**src/rtl/kpd_cmd_decoder.sv**
```systemverilog
module kpd_cmd_decoder #(
  parameter int          CNT_W    = 3,
  parameter logic [15:0] DEV_ID   = 16'h0400,
  parameter logic [3:0]  ROWS_MIN = 4'd3,
  parameter logic [3:0]  ROWS_MAX = 4'd8,
  parameter logic [3:0]  COLS_MIN = 4'd3,
  parameter logic [3:0]  COLS_MAX = 4'd12,
  parameter logic [5:0]  PWM_LAST = 6'd59
) (
  input  logic        clk,
  input  logic        rst_n,
  input  logic        wr_start,
  input  logic        rd_start,
  input  logic        wr_valid,
  input  logic [7:0]  wr_data,
  input  logic        rd_req,
  input  logic        key_ovr_evt,
  input  logic        fifo_ovf_evt,
  output logic [7:0]  rd_data,
  output logic [7:0]  cfg_q,
  output logic [7:0]  active_q,
  output logic [7:0]  debounce_q,
  output logic [7:0]  kpsize_q,
  output logic [7:0]  clksel_q,
  output logic [15:0] gpio_pull_q,
  output logic [15:0] gpio_dir_q,
  output logic [15:0] gpio_lvl_q,
  output logic [7:0]  err_q,
  output logic [7:0]  int_status_q,
  output logic        fifo_flush
);
  localparam logic [7:0] C_ID    = 8'h80, C_CFG   = 8'h81, C_RST   = 8'h83,
                         C_PULL  = 8'h84, C_DIR   = 8'h85, C_LVL   = 8'h86,
                         C_RDIR  = 8'h87, C_RLVL  = 8'h88, C_ACT   = 8'h8B,
                         C_RERR  = 8'h8C, C_ROT   = 8'h8E, C_DBNC  = 8'h8F,
                         C_SIZE  = 8'h90, C_RSIZE = 8'h91, C_RCFG  = 8'h92,
                         C_CLK   = 8'h93, C_RCLK  = 8'h94, C_PWMW  = 8'h95,
                         C_PWMGO = 8'h96, C_PWMST = 8'h97, C_IDLE  = 8'hFF;
  localparam logic [7:0] RST_KEY  = 8'hAA;
  localparam logic [7:0] DEF_CFG  = 8'h80, DEF_STAT = 8'h10, DEF_ACT = 8'd125,
                         DEF_DBNC = 8'd3,  DEF_SIZE = 8'h33, DEF_CLK = 8'h08;
  localparam logic [CNT_W-1:0] CNT_TOP = '1;
  localparam logic [CNT_W-1:0] ONE     = CNT_W'(1);

  logic [7:0]       cmd_q;
  logic [CNT_W-1:0] cnt_q;
  logic [CNT_W-1:0] idx;
  logic             param;
  logic             wr_bad, wr_unk, wr_end, rd_unk;
  logic             pwm_bad, size_bad;
  logic [7:0]       rd_val, err_set, stat_nxt;
  logic             cfg_wr, rst_wr;

  assign param    = wr_valid && (cnt_q != '0);
  assign idx      = cnt_q - ONE;
  assign pwm_bad  = (wr_data[1:0] == 2'b00) || (wr_data[7:2] > PWM_LAST);
  assign size_bad = (wr_data[3:0] < COLS_MIN) || (wr_data[3:0] > COLS_MAX) ||
                    (wr_data[7:4] < ROWS_MIN) || (wr_data[7:4] > ROWS_MAX);
  assign cfg_wr   = param && (cmd_q == C_CFG);
  assign rst_wr   = param && (cmd_q == C_RST) && (wr_data == RST_KEY);

  always_comb begin
    wr_bad = 1'b0;
    wr_unk = 1'b0;
    wr_end = 1'b0;
    case (cmd_q)
      C_CFG, C_ACT:            wr_end = 1'b1;
      C_RST:   begin wr_end = 1'b1; wr_bad = (wr_data != RST_KEY); end
      C_PULL, C_DIR, C_LVL:    wr_end = (idx != '0);
      C_DBNC:  begin wr_end = 1'b1; wr_bad = (wr_data == 8'h00); end
      C_SIZE:  begin wr_end = 1'b1; wr_bad = size_bad; end
      C_CLK:   begin wr_end = 1'b1; wr_bad = (wr_data[1] ^ wr_data[0]); end
      C_PWMW:  begin
        if (idx == '0) begin wr_bad = pwm_bad; wr_end = pwm_bad; end
        else           wr_end = (idx > ONE);
      end
      C_PWMGO, C_PWMST: begin wr_end = 1'b1; wr_bad = pwm_bad; end
      C_IDLE:                  wr_bad = 1'b1;
      default:                 wr_unk = 1'b1;
    endcase
  end

  always_comb begin
    rd_unk = 1'b0;
    case (cmd_q)
      C_ID:    rd_val = (cnt_q == '0) ? DEV_ID[7:0] : (cnt_q == ONE) ? DEV_ID[15:8] : 8'h00;
      C_RDIR:  rd_val = (cnt_q == '0) ? gpio_dir_q[7:0] : (cnt_q == ONE) ? gpio_dir_q[15:8] : 8'h00;
      C_RLVL:  rd_val = (cnt_q == '0) ? gpio_lvl_q[7:0] : (cnt_q == ONE) ? gpio_lvl_q[15:8] : 8'h00;
      C_RERR:  rd_val = err_q;
      C_ROT:   rd_val = 8'h00;
      C_RSIZE: rd_val = kpsize_q;
      C_RCFG:  rd_val = {4'h0, cfg_q[3:0]};
      C_RCLK:  rd_val = {clksel_q[7:2], 2'b10};
      default: begin rd_val = 8'h00; rd_unk = 1'b1; end
    endcase
  end

  assign err_set = {1'b0, fifo_ovf_evt, 3'b000, key_ovr_evt,
                    (param && wr_unk) || (rd_req && rd_unk), param && wr_bad};

  always_comb begin
    stat_nxt = int_status_q;
    if (cfg_wr) stat_nxt = 8'h00;
    if (rst_wr) stat_nxt = DEF_STAT;
    if (err_set != 8'h00) stat_nxt[3] = 1'b1;
  end

  always_ff @(posedge clk or negedge rst_n) begin
    if (!rst_n) begin
      cmd_q        <= C_IDLE;
      cnt_q        <= '0;
      rd_data      <= 8'h00;
      cfg_q        <= DEF_CFG;
      active_q     <= DEF_ACT;
      debounce_q   <= DEF_DBNC;
      kpsize_q     <= DEF_SIZE;
      clksel_q     <= DEF_CLK;
      gpio_pull_q  <= 16'h0000;
      gpio_dir_q   <= 16'h0000;
      gpio_lvl_q   <= 16'h0000;
      err_q        <= 8'h00;
      int_status_q <= DEF_STAT;
      fifo_flush   <= 1'b0;
    end else begin
      fifo_flush   <= cfg_wr;
      err_q        <= err_q | err_set;
      int_status_q <= stat_nxt;
      if (wr_start || rd_start)                     cnt_q <= '0;
      else if ((wr_valid || rd_req) && cnt_q != CNT_TOP) cnt_q <= cnt_q + ONE;
      if (rd_req) rd_data <= rd_val;
      if (wr_valid && cnt_q == '0) cmd_q <= wr_data;
      if (param) begin
        if (wr_end) cmd_q <= C_IDLE;
        case (cmd_q)
          C_CFG:  cfg_q      <= wr_data;
          C_ACT:  active_q   <= wr_data;
          C_DBNC: debounce_q <= wr_data;
          C_SIZE: kpsize_q   <= wr_data;
          C_CLK:  clksel_q   <= wr_data;
          C_PULL: if (idx == '0) gpio_pull_q <= {8'h00, wr_data}; else if (idx == ONE) gpio_pull_q[15:8] <= wr_data;
          C_DIR:  if (idx == '0) gpio_dir_q  <= {8'h00, wr_data}; else if (idx == ONE) gpio_dir_q[15:8]  <= wr_data;
          C_LVL:  if (idx == '0) gpio_lvl_q  <= {8'h00, wr_data}; else if (idx == ONE) gpio_lvl_q[15:8]  <= wr_data;
          C_RST: if (wr_data == RST_KEY) begin
            cfg_q      <= DEF_CFG;
            active_q   <= DEF_ACT;
            debounce_q <= DEF_DBNC;
            kpsize_q   <= DEF_SIZE;
            clksel_q   <= DEF_CLK;
          end
          default: ;
        endcase
      end
    end
  end

  AST_ONE_STROBE: assert property (@(posedge clk) disable iff (!rst_n)
    $onehot0({wr_start, rd_start, wr_valid, rd_req}));
  AST_START_CLEARS: assert property (@(posedge clk) disable iff (!rst_n)
    (wr_start || rd_start) |=> (cnt_q == '0));
  AST_IDLE_EXTRA: assert property (@(posedge clk) disable iff (!rst_n)
    (wr_valid && cnt_q != '0 && cmd_q == C_IDLE) |=> err_q[0]);
  AST_ERR_STICKY: assert property (@(posedge clk) disable iff (!rst_n)
    1'b1 |=> ((err_q & $past(err_q)) == $past(err_q)));
  AST_ERR_STATUS: assert property (@(posedge clk) disable iff (!rst_n)
    (err_q != $past(err_q)) |-> int_status_q[3]);
  AST_RST_DEFAULTS: assert property (@(posedge clk) disable iff (!rst_n)
    (wr_valid && cnt_q != '0 && cmd_q == C_RST && wr_data == RST_KEY) |=>
    (cfg_q == DEF_CFG && active_q == DEF_ACT && kpsize_q == DEF_SIZE && cmd_q == C_IDLE));
  AST_CFG_FLUSH: assert property (@(posedge clk) disable iff (!rst_n)
    (wr_valid && cnt_q != '0 && cmd_q == C_CFG) |=> (fifo_flush && cmd_q == C_IDLE));
endmodule

```
**config.mk**
```make
export PLATFORM = sky130hd
export DESIGN_NAME = kpd_cmd_decoder
export DESIGN_NICKNAME = d
export VERILOG_FILES = /design/src/rtl/kpd_cmd_decoder.sv
export SDC_FILE = /design/constraint.sdc
export NUM_CORES = 1
export LEC_CHECK = 0
export ABC_AREA = 1
export CELL_PAD_IN_SITES_DETAIL_PLACEMENT = 1
export CELL_PAD_IN_SITES_GLOBAL_PLACEMENT = 1
export CORE_MARGIN = 10
export CORE_UTILIZATION = 34
export CTS_CLUSTER_SIZE = 30
export DETAILED_ROUTE_END_ITERATION = 12
export PLACE_DENSITY_LB_ADDON = 0.05
export SYNTH_ARGS = -nofsm -noshare
export SYNTH_HDL_FRONTEND = slang
export SYNTH_SLANG_ARGS = --single-unit
```
**constraint.sdc**
```tcl
create_clock -name clk -period 1.88 [get_ports clk]
set_clock_uncertainty 0.1 [all_clocks]
set_input_delay 0.47 -clock clk [delete_from_list [all_inputs] [get_ports clk]]
set_output_delay 0.47 -clock clk [all_outputs]
set_load 0.01 [all_outputs]
```
# --- Yosys cells after proc, flatten, opt, wreduce, memory -nomap -nowiden ---
# Cells that the tools add are included.
totals:
  input_bits: 16
  word_cells: 136
  mem_bits_ro: 0
  ramBits: 0
  n_memories: 0
  ff_bits: 124
  latchBits: 0
op_classes:
  n_bitwise: 2
  reduce_logical: 48
  div_mod_pow: 0
  add_sub_neg: 2
  mul: 0
  shifts: 0
  n_eq_ne: 27
  mux: 33
  magnitude_cmp: 6
ops:
  columns: ["operator", "n"]
  rows:
  - ["$eq 8x8->1 const B", 22]
  - ["$mux 8", 16]
  - ["$pmux 8 s2", 5]
  - ["$pmux 8 s7", 1]
  - ["$reduce_and 3->1", 11]
  - ["$reduce_bool 2->1", 8]
  - ["$reduce_or 8->1", 2]
  - ["$reduce_or 13->1", 1]
  - ["$mux 3", 4]
  - ["$logic_and 1x1->1", 9]
  - ["$reduce_bool 3->1", 3]
  - ["$gt 4x4->1 const B", 2]
  - ["$logic_not 8->1", 1]
  - ["$lt 4x2->1 const B", 2]
  - ["$ne 8x8->1 const B", 1]
  - ["$or 8x7->8", 1]
  - ["$reduce_bool 8->1", 1]
  - ["$logic_or 1x1->1", 7]
  - ["$pmux 1 s7", 1]
  - ["$eq 3x1->1 const B", 2]
  - ["$gt 6x6->1 const B", 1]
  - ["$logic_not 3->1", 2]
  - ["$mux 1", 5]
  - ["$add 3x1->3 const B", 1]
  - ["9 further kinds", 9]

# --- Logic depth before layout (Yosys ltp) ---
# Gate-level depths: netlist of the first run.
depth:
  depth_word: 8
  ltp_mapped: 12
  depth_no_buf: 12

# --- Least setup slack after synthesis of the first run ---
# OpenSTA, ideal clock, no wires.
synth_timing:
  path_kind: "reg-to-reg"
  from: "register cnt_q[0]"
  to: "register gpio_dir_q[15]"
  path_stages_with_launch: 12
  arrival_time_ps: 1668
  n_path_buf: 1
  setup_ps: 121
  slack_ps: -9
  t_required_ps: 1659
  cell_sequence: "dfrtp_1 > inv_1 > ha_1 > inv_1 > nor2_4 > nor2_8 > inv_4 > nor3b_4 > nand2_2 > buf_6 > nand2_1 > o21ai_2"
synth_between:
  elab_chain_cells: 4
  word_cells_on_any_way: 8
synth_rtl:
  columns: ["element", "line_no", "source"]
  rows:
  - ["start: declaration", "46", "logic [CNT_W-1:0] cnt_q;"]
  - ["start signal: assignment", "129", "else if ((wr_valid || rd_req) && cnt_q != CNT_TOP) cnt_q <= cnt_q + ONE;"]
  - ["$sub 3x1->3", "55", "assign idx = cnt_q - ONE;"]
  - ["$eq 3x1->1 / $logic_not 3->1 (equally long branches)", "141", "C_DIR: if (idx == '0) gpio_dir_q <= {8'h00, wr_data}; else if (idx == ONE) gpio_dir_q[15:8] <= wr_data;"]
  - ["$reduce_bool 2->1 (no source line)", null, null]
  - ["$reduce_and 3->1 (no source line)", null, null]
  - ["end signal: assignment", "141", null]
  - ["end: declaration", "26", "output logic [15:0] gpio_dir_q,"]
# Several ways; a longest one is shown, not always the timed one.
# A chain may end at the register's enable or synchronous reset.

# --- Worst setup path in the final report of the first run ---
layout_timing:
  from: "register cnt_q[1]"
  to: "register int_status_q[3]"
layout_between:
  elab_chain_cells: 7
  word_cells_on_any_way: 16
layout_rtl:
  columns: ["element", "line_no", "source"]
  rows:
  - ["$sub 3x1->3", "55", null]
  - ["$logic_not 3->1", "74", "if (idx == '0) begin wr_bad = pwm_bad; wr_end = pwm_bad; end"]
  - ["$mux 1", "74", null]
  - ["$pmux 1 s7", "66", "case (cmd_q)"]
  - ["$logic_and 1x1->1", "99", "(param && wr_unk) || (rd_req && rd_unk), param && wr_bad};"]
  - ["$reduce_bool 8->1", "105", "if (err_set != 8'h00) stat_nxt[3] = 1'b1;"]
  - ["$reduce_bool 3->1 (no source line) / $mux 1 (equally long branches)", null, null]
  - ["end signal: assignment", "127", "int_status_q <= stat_nxt;"]
  - ["end: declaration", "29", "output logic [7:0] int_status_q,"]
# Several ways; a longest one is shown, not always the timed one.

==> out/metrics.yaml, run 1 <==
synthesis:
  syn_area_mm2: 0.00582
  synthCells: 729
  ys_seq_area_share_pct: 49.5
  synth-seq-cells: 114
  yosysTopAreaCell: "dfrtp_1"
  synth_top_area_share_pct: 39.1
  synthArstFlopShare_pct: 100
  ys_top_cells_by_area: "dfrtp_1, nand2_1, dfstp_2"
  synth_edf_count: 0
  yosysWarnings: 0
  synth_flop_cell: "dfrtp_1"
  ys_types: 37
  syn_avg_cell_area_um2: 7.99
clock_network:
  clk_pin_slew_ns: 0.06
  h-tree-depth: 4
  clock-sinks: 114
  ctsRootBufferMaster: "clkbuf_16"
  clockBufferDepth: 2
  cts_tree: "done"
  cts_inserted_buffers: 17
  clk_latency_ns: 0.42
routing:
  dr.pass1.iters: 4
  wl_um: 23900
  antenna_left: 0
  detail_route.wl_per_cell_um: 20.3
  viasPerCell: 4.89
  drc: 0
  routed-via-count: 5746
  drtIter0Drc: 289
pwr:
  internal_power_uw: 5020
  p_clk_share_pct: 48.9
  p_switching_uw: 1750
  combPwrFrac_pct: 12.3
  p_sw_share_pct: 25.9
  pwr-share-seq_pct: 38.8
  power_density_mw_per_mm2: 753
  ir_drop_mv: 0.585
  power.leakage_uw: 0.00484
floorplan:
  die_x_um: 151
  rows: 47
  dieArea_mm2: 0.0228
  core-area_mm2: 0.0167
  pin_count: 129
  die-height_um: 151
  initial_core_util_pct: 34.9
cells_and_area:
  diodes: 0
  final_cell_area_mm2: 0.00899
  layout-area-overhead-vs-synth_pct: 54.3
  fillers: 1970
  final_layout_size_suffix_gt1_share_pct: 30.8
  multi_input_area_mm2: 0.00293
  seq_area_mm2: 0.00288
  final_common_cell: "nand2_1"
  fin_nets: 969
  utilization_pct: 53.8
  final_cell_mix: "nand2_1, dlygate4sd2_1, dfrtp_1"
timing:
  rsz0062_at_grt: "true"
  finalSetupViolCount: 1
  hold_viol: 0
  drv_slew: 0
  period_needed_ns: 1.89
  max_freq_mhz: 530
  setup_ws_ns: -0.00857
  period_share_pct: 100
min_path:
  min_path_type: "reg2reg"
placement:
  place.gp.congestion: 0.868
  port_buffers: 118
  place_area_mm2: 0.00783
  dpl.hpwl_um: 17700
  pre_cts_slack_ns: -0.446
setup_path:
  crit_fanout: 5
  slowest_delay_ns: 0.38
  critPathKind: "reg2reg"
  arrival_ns: 2.08
  slowest_stage: "dfrtp_1"
  cp_cell_sequence: "inv_2 -> ha_4 -> inv_4 -> nor2_4 -> nor2_8 -> buf_8 -> buf_6 -> nand2_2 -> nor2_1 -> nand2_1 -> nor2_2 -> nor2_2 -> nand3_1"
  crit_family: "simple AND/OR/NAND/NOR gates"
  end_kind: "register"
  cp_common_cell: "nor2_2"
  timing.critical_path.buf_inv: 4
  cp.required_ns: 2.08
  cp-start-kind: "register"
job:
  maxCapViolations: 0
grt:
  grt_usage_pct: 20.4
  grt_pass1_vias: 6240
  grt_pass1_wl_um: 35500
  antenna_found_initial: 0
  grt_overflow: 0
  grt_max_degree: 60
outcome:
  outcome: "complete, but fails checks"
  violations: "setup timing"
-- Yosys cell counts, types with 8 or more instances --
master and count:
buf_4 11, nand3_1 15, nand2_1 279, a21oi_1 8, buf_6 9, o21ai_1 31, o21ai_2 20, o21ai_0 48
nor2_1 57, dfrtp_1 91, dfstp_2 23, nand2_2 11, inv_1 68, ha_1 9
-- repair_timing --
| item | 4_1_cts | 5_1_grt |
|---|---|---|
| gates cloned | 1 | 4 |
| endpoints found under the setup margin | 175 | 108 |
| gates resized for setup | 124 | 136 |
| setup buffers | 6 | 5 |
| pin swaps | 8 | 34 |
| hold endpoints to repair | 16 | 0 |
| hold buffers | 1 | 0 |
-- tightest hold or removal path: stages (launching register included) --
cell and delay (ns):
dfstp_2 0.37, nand2_1 0.06, nand2_1 0.05
-- worst paths after layout --
check                                 from         endpoint  slack (ns)  cells after the start
max                               cnt_q[1]  int_status_q[3]      -0.009                     13
min                        int_status_q[4]  int_status_q[4]        0.37                      2
max reg2reg                       cnt_q[1]  int_status_q[3]      -0.009                     13
min reg2reg                int_status_q[4]  int_status_q[4]        0.37                      2
max in group asynchronous            rst_n    debounce_q[1]        0.58                      3
min in group asynchronous            rst_n   gpio_lvl_q[12]        0.39                      2
-- layout make-up --
type | count | area share [%]
multi-input combinational | 525 | 32.6
clock buffer | 21 | 5.12
tap | 220 | 3.06
inverter | 72 | 3.13
clock inverter | 10 | 1.50
timing repair buffer | 214 | 22.5
sequential | 114 | 32.1
-- per-layer routing --
layer	GRT usage [%]	routed length, um	vias to the layer above
met4	5.97	286	0
li1	-	-	2723
met2	34.6	12200	130
met3	4.33	1140	19
met1	25.4	10300	2874
met5	0	0	-
-- stage by stage --
| step | total power (uW) | setup TNS, ns | std cells | hold WS (ns) |
|---|---|---|---|---|
| 6_report | 6770 | -0.00857 | 1176 | 0.374 |
| 5_1_grt | 7030 | -3.31 | 1176 | 0.395 |
| 4_1_cts | 6750 | 0 | 1169 | 0.377 |
| 3_5_place_dp | 3430 | -32.46 | 1130 | 0.292 |
| 3_3_place_gp | 3410 | -30.11 | 1130 | 0.290 |
| 2_1_floorplan | 2980 | 0 | 738 | 0.0744 |
-- power groups by stage --
| stage | clock network [uW] | logic [uW] | registers [uW] |
|---|---|---|---|
| floorplan | 0 | 302 | 2670 |
| global placement | 0 | 753 | 2660 |
| detailed placement | 0 | 770 | 2660 |
| CTS | 3360 | 767 | 2620 |
| global route | 3490 | 908 | 2640 |
| finish | 3310 | 830 | 2630 |
-- flip-flops by register name, indices dropped and copies added (netlist names), 3 cells and up --
signal / cells
gpio_dir_q: 16
gpio_pull_q: 16
err_q: 4
clksel_q: 8
gpio_lvl_q: 16
cnt_q: 3
cfg_q: 8
kpsize_q: 8
active_q: 8
cmd_q: 8
rd_data: 8
debounce_q: 8
-- kinds of logic (layout without fill, tap and decap cells) --
kind of cell               Yosys count  in the layout  synth area share [%]
AOI/OAI and AO/OA                  122            122                  12.9
DFF                                114            114                  49.5
and+or+nand+nor                    382            383                  27.0
other                                1             10                0.0644
buffers and inverters              100            317                  8.47
adders and majority gates            9              9                  1.93
xor gates and xnor gates             1              1                 0.150
Power figures use the tool's default switching activity.
==> run 2: changes to the inputs <==
- CORE_UTILIZATION: 34 -> 37
- CTS_CLUSTER_SIZE: 30 -> 16
- clock period: 1.88 -> 2.05 ns (I/O delays scaled with it)
==> out/metrics.yaml, run 2 (same netlist as run 1, synthesis figures left out) <==
setup_path:
  arrival_ns: 1.40  # -0.68 ns
  rr_worst_depth: 11  # -2
  cp.required_ns: 1.44  # -0.64 ns
  timing.critical_path.buf_inv: 1  # -3
  cp_cell_sequence: "clkdlybuf4s50_1"
  crit_fanout: 3  # -2
  end_kind: "output port"
  slowest_delay_ns: 0.57  # +0.19 ns
  cp-start-kind: "register"
  ff2ff_setup_slack_ns: 0.08  # +0.09 ns
  crit_family: "buffers and inverters"
  critPathKind: "reg2out"
  worst-path-stages: 1  # -12
  slowest_stage: "clkdlybuf4s50_1"
timing:
  rsz0062_at_grt: "true"
  period_needed_ns: 2.01
  finalSetupViolCount: 0  # -1
  hold_viol: 0  # unchanged
  hold_slack_ns: 0.369  # -0.00495 ns
  max_freq_mhz: 497
  drv_slew: 0  # unchanged
  period_share_pct: 98.2
  fin_setup_tns_ns: 0  # +0.00857 ns
grt:
  grt_pass1_wl_um: 35000  # -1.4%
  grt_max_degree: 41  # -32%
  antenna_found_initial: 0  # unchanged
  grt_overflow: 0  # unchanged
  grt_usage_pct: 20.9  # +0.56 points
  grt_pass1_vias: 6159  # -1.3%
cells_and_area:
  utilization_pct: 54.9  # +1.1 points
  fin_nets: 939  # -3.1%
  seq_area_mm2: 0.00288  # about the same
  fillers: 1880  # -4.6%
  multi_input_area_mm2: 0.00253  # -14%
  final_layout_size_suffix_gt1_share_pct: 20.6  # -10 points
  fin_cells: 1138  # -3.2%
  final_cell_mix: "nand2_1, clkdlybuf4s50_1, dfrtp_1"
  diodes: 0  # unchanged
  layout-area-overhead-vs-synth_pct: 44.4
  final_common_cell: "nand2_1"
  largestRegisters: "gpio_dir_q (16), gpio_lvl_q (16), gpio_pull_q (16)"
floorplan:
  dieArea_mm2: 0.0212  # -7.1%
  die-height_um: 145  # -3.6%
  initial_core_util_pct: 38.0  # +3.2 points
  rows: 45  # -4.3%
  die_x_um: 145  # -3.6%
  core-area_mm2: 0.0153  # -8.3%
  pin_count: 129  # unchanged
job:
  maxCapViolations: 0  # unchanged
clock_network:
  clk_latency_ns: 0.42  # about the same
  clockBufferDepth: 2  # unchanged
  ctsRootBufferMaster: "clkbuf_16"
  clock-sinks: 114  # unchanged
  cts_tree: "done"
  cts_inserted_buffers: 17  # unchanged
  clk_pin_slew_ns: 0.06  # about the same
  h-tree-depth: 4  # unchanged
min_path:
  hold_path_depth: 2  # unchanged
  min_path_type: "reg2reg"
routing:
  routed-via-count: 5553  # -3.4%
  dr.pass1.iters: 4  # unchanged
  detail_route.wl_per_cell_um: 19.5  # -3.8%
  drtIter0Drc: 223  # -23%
  antenna_left: 0  # unchanged
  viasPerCell: 4.88  # -0.13%
  drc: 0  # unchanged
  wl_um: 22200  # -6.9%
placement:
  port_buffers: 118  # unchanged
  dpl.hpwl_um: 17100  # -3.0%
  place.gp.congestion: 0.845  # -2.7%
  dp.cells: 1101  # -2.6%
pwr:
  power_density_mw_per_mm2: 750  # -0.44%
  power.leakage_uw: 0.00414  # -14%
  ir_drop_mv: 0.512  # -13%
outcome:
  outcome: "completed"
==> run 2: cell types whose count changed in the layout (fill, tap and decap cells not counted), sizes merged <==
cell / delta
bufinv: +1
clkbuf: -6
nand2: -1
buf: -26
clkinv: -3
inv: +5
clkinvlp: +1
dlygate4sd2: -87
clkdlybuf4s50: +91
dlymetal6s2s: -4
==> run 2: path summary, 6_finish.rpt <==
path	from	to
worst max-delay path	gpio_dir_q[2]	gpio_dir_q[2]
worst min register to register	active_q[0]	active_q[0]
worst max register to register	cnt_q[0]	gpio_dir_q[12]
min in group asynchronous	rst_n	gpio_lvl_q[13]
worst min-delay path	active_q[0]	active_q[0]
max in group asynchronous	rst_n	active_q[6]
==> run 2: layout make-up <==
| type | count | share of cell area [%] |
|---|---|---|
| sequential | 114 | 34.3 |
| multi-input combinational | 524 | 30.1 |
| timing repair buffer | 185 | 21.6 |
| clock buffer | 18 | 5.22 |
| inverter | 72 | 3.24 |
| tap | 211 | 3.14 |
| clock inverter | 14 | 2.38 |
==> run 2: timing repair <==
action / in CTS / in global routing
pin swaps: 0 / 7
hold buffers: 1 / 0
setup endpoints to repair: 23 / 85
gates cloned: 0 / 0
resized for setup: 16 / 22
buffers inserted: 0 / 4
hold endpoints to repair: 15 / 0
==> run 2: power breakdown <==
group / switching, uW / leakage, uW / internal [uW] / total [uW]
Combinational: 415 / 0.00242 / 260 / 675
Sequential: 58.7 / 0.00141 / 2350 / 2410
Clock: 1140 / 0.000304 / 2080 / 3220
==> run 2: routing by layer <==
layer / vias to the layer above / share of wire (%) / track usage (%)
met5: - / 0 / 0
met4: 0 / 2.1 / 7.03
met3: 31 / 3.9 / 4.81
met2: 132 / 49 / 35.6
met1: 2743 / 45 / 25.4
li1: 2647 / - / -
==> run 2: through the flow <==
step	total power (uW)	instance area [um2]	setup WS, ns
3_5_place_dp	3110	7680	-0.318
3_3_place_gp	3090	7680	-0.265
6_report	6310	8410	0.0368
2_1_floorplan	2730	5860	0.161
5_1_grt	6550	8410	-0.0302
4_1_cts	6330	8320	0.0211
==> run 3: changes to the inputs <==
- CORE_ASPECT_RATIO: unset -> 0.8
- CTS_BUF_LIST: unset -> sky130_fd_sc_hd__clkbuf_8 sky130_fd_sc_hd__clkbuf_16
- CTS_CLUSTER_DIAMETER: unset -> 120
==> out/metrics.yaml, run 3 (same netlist as run 1, synthesis figures left out) <==
floorplan:
  core-area_mm2: 0.0152  # -0.65%
  dieArea_mm2: 0.0212  # +0.15%
  die-height_um: 132  # -9.1%
  pin_count: 129  # unchanged
  die_x_um: 160  # +10%
  initial_core_util_pct: 38.3  # +0.25 points
  rows: 40  # -11%
min_path:
  min_path_type: "reg2reg"
  hold_end: "active_q[0]"
  min_from: "active_q[0]"
  hold_path_depth: 2  # unchanged
pwr:
  pwr-share-seq_pct: 38.1  # about the same
  power_density_mw_per_mm2: 758  # +1.0%
  power.leakage_uw: 0.00415  # +0.27%
  p_switching_uw: 1640  # +1.6%
  ir_drop_mv: 0.614  # +20%
  p_sw_share_pct: 26.0  # +0.33 points
  internal_power_uw: 4680  # -0.17%
  combPwrFrac_pct: 10.5  # -0.2 points
  p_clk_share_pct: 51.5  # +0.4 points
grt:
  grt_pass1_vias: 6095  # -1.0%
  antenna_found_initial: 0  # unchanged
  grt_max_degree: 46  # +12%
  grt_overflow: 0  # unchanged
  grt_pass1_wl_um: 34600  # -0.99%
  grt_usage_pct: 20.8  # -0.13 points
setup_path:
  ff2ff_setup_slack_ns: 0.10  # +0.02 ns
  r2r-start: "cmd_q[7]"
  cp.required_ns: 1.44  # about the same
  critPathKind: "reg2out"
  timing.critical_path.buf_inv: 1  # unchanged
  crit_fanout: 3  # unchanged
  slowest_stage: "clkdlybuf4s50_1"
  arrival_ns: 1.39  # about the same
  cp-start-kind: "register"
  rr_worst_depth: 9  # -2
  slowest_delay_ns: 0.56  # about the same
  cp_cell_sequence: "clkdlybuf4s50_1"
  crit_family: "buffers and inverters"
  end_kind: "output port"
  timing.rr.end: "int_status_q[3]"
  worst-path-stages: 1  # unchanged
timing:
  rsz0062_at_grt: "false"
  finalSetupViolCount: 0  # unchanged
  max_freq_mhz: 498  # +0.33%
  hold_viol: 0  # unchanged
  period_needed_ns: 2.01  # -0.00671 ns
  fin_setup_tns_ns: 0  # unchanged
  period_share_pct: 97.9  # -0.33 points
  drv_slew: 0  # unchanged
  setup_ws_ns: 0.0435  # +0.00671 ns
routing:
  detail_route.wl_per_cell_um: 19.6  # about the same
  routed-via-count: 5552  # -0.018%
  viasPerCell: 4.92  # +0.78%
  antenna_left: 0  # unchanged
  drtIter0Drc: 307  # +38%
  dr.pass1.iters: 4  # unchanged
  drc: 0  # unchanged
  wl_um: 22100  # -0.70%
placement:
  place.gp.congestion: 0.867  # +2.6%
  pre_cts_slack_ns: -0.381  # -0.0636 ns
  dpl.hpwl_um: 17000  # -0.72%
  port_buffers: 118  # unchanged
clock_network:
  clk_pin_slew_ns: 0.06  # about the same
  clk_latency_ns: 0.43  # about the same
  clockBufferDepth: 2  # unchanged
  cts_inserted_buffers: 17  # unchanged
  h-tree-depth: 4  # unchanged
  cts_tree: "done"
  ctsRootBufferMaster: "clkbuf_16"
  clock-sinks: 114  # unchanged
cells_and_area:
  fin_nets: 931  # -0.85%
  final_layout_size_suffix_gt1_share_pct: 19.4  # -1.2 points
  diodes: 0  # unchanged
  final_common_cell: "nand2_1"
  largestRegisters: "gpio_dir_q (16), gpio_lvl_q (16), gpio_pull_q (16)"
  layout-area-overhead-vs-synth_pct: 43.3
  final_cell_mix: "nand2_1, clkdlybuf4s50_1, dfrtp_1"
outcome:
  outcome: "completed"
job:
  maxCapViolations: 0  # unchanged
==> run 3: changes by cell type in the layout (fill, tap and decap cells not counted), moves of 3 or more <==
cell,before,now
buf_12,12,8
dlymetal6s2s_1,0,3
clkdlybuf4s50_1,102,99
buf_4,55,48
nand2_8,0,3
==> run 3: per-layer routing <==
layer | wire (um) | track usage, % | vias up | part of all wire [%]
met5 | 0 | 0 | - | 0
met1 | 9380 | 25.3 | 2750 | 42
met4 | 287 | 6.67 | 0 | 1.3
li1 | - | - | 2638 | -
met3 | 1870 | 7.68 | 18 | 8.5
met2 | 10500 | 33.4 | 146 | 48
==> run 3: worst max-delay path by stage <==
| stage | startpoint | endpoint |
|---|---|---|
| global placement | wr_valid | gpio_lvl_q[15] |
| floorplan | cnt_q[0] | gpio_dir_q[15] |
| CTS | clksel_q[7] | clksel_q[7] |
| global route | gpio_dir_q[2] | gpio_dir_q[2] |
| detailed placement | wr_data[0] | clksel_q[5] |
| finish | err_q[1] | err_q[1] |
==> run 3: worst min-delay path: stages (launching register included) <==
cell and delay, ns:
dfstp_2 0.36, nand2_1 0.05, nand2_1 0.05
==> run 3: power by group through the flow <==
| stage | combinational (uW) | sequential, uW | clock (uW) |
|---|---|---|---|
| after floorplan | 275 | 2450 | 0 |
| after global placement | 641 | 2440 | 0 |
| after detailed placement | 660 | 2450 | 0 |
| after CTS | 657 | 2410 | 3290 |
| after global routing | 731 | 2420 | 3410 |
| final | 661 | 2410 | 3250 |
==> run 3: timing repair <==
item	in CTS	in global routing
resized for setup	15	27
setup buffers	0	4
setup endpoints to repair	15	88
hold buffers	1	0
endpoints found under the hold margin	29	0
pin swaps	0	3
==> run 3: cell type report <==
cell class,count,area [um2]
clock buffers,18,439
clock inverters,14,203
fillers,1841,6870
inverters,72,273
multi-input cells,524,2560
flip-flops and latches,114,2880
well taps,210,263
repair buffers,177,1730
==> run 3: stage by stage <==
stage          area, um2  hold slack (ns)  cells  util, %  power, uW
2_1_floorplan       5860            0.117    738        -       2730
3_3_place_gp        7580            0.363   1092     49.8       3080
3_5_place_dp        7580            0.364   1092     49.8       3110
4_1_cts             8220            0.375   1125     54.0       6360
5_1_grt             8350            0.392   1129     54.9       6560
6_report            8350            0.368   1129     54.9       6330
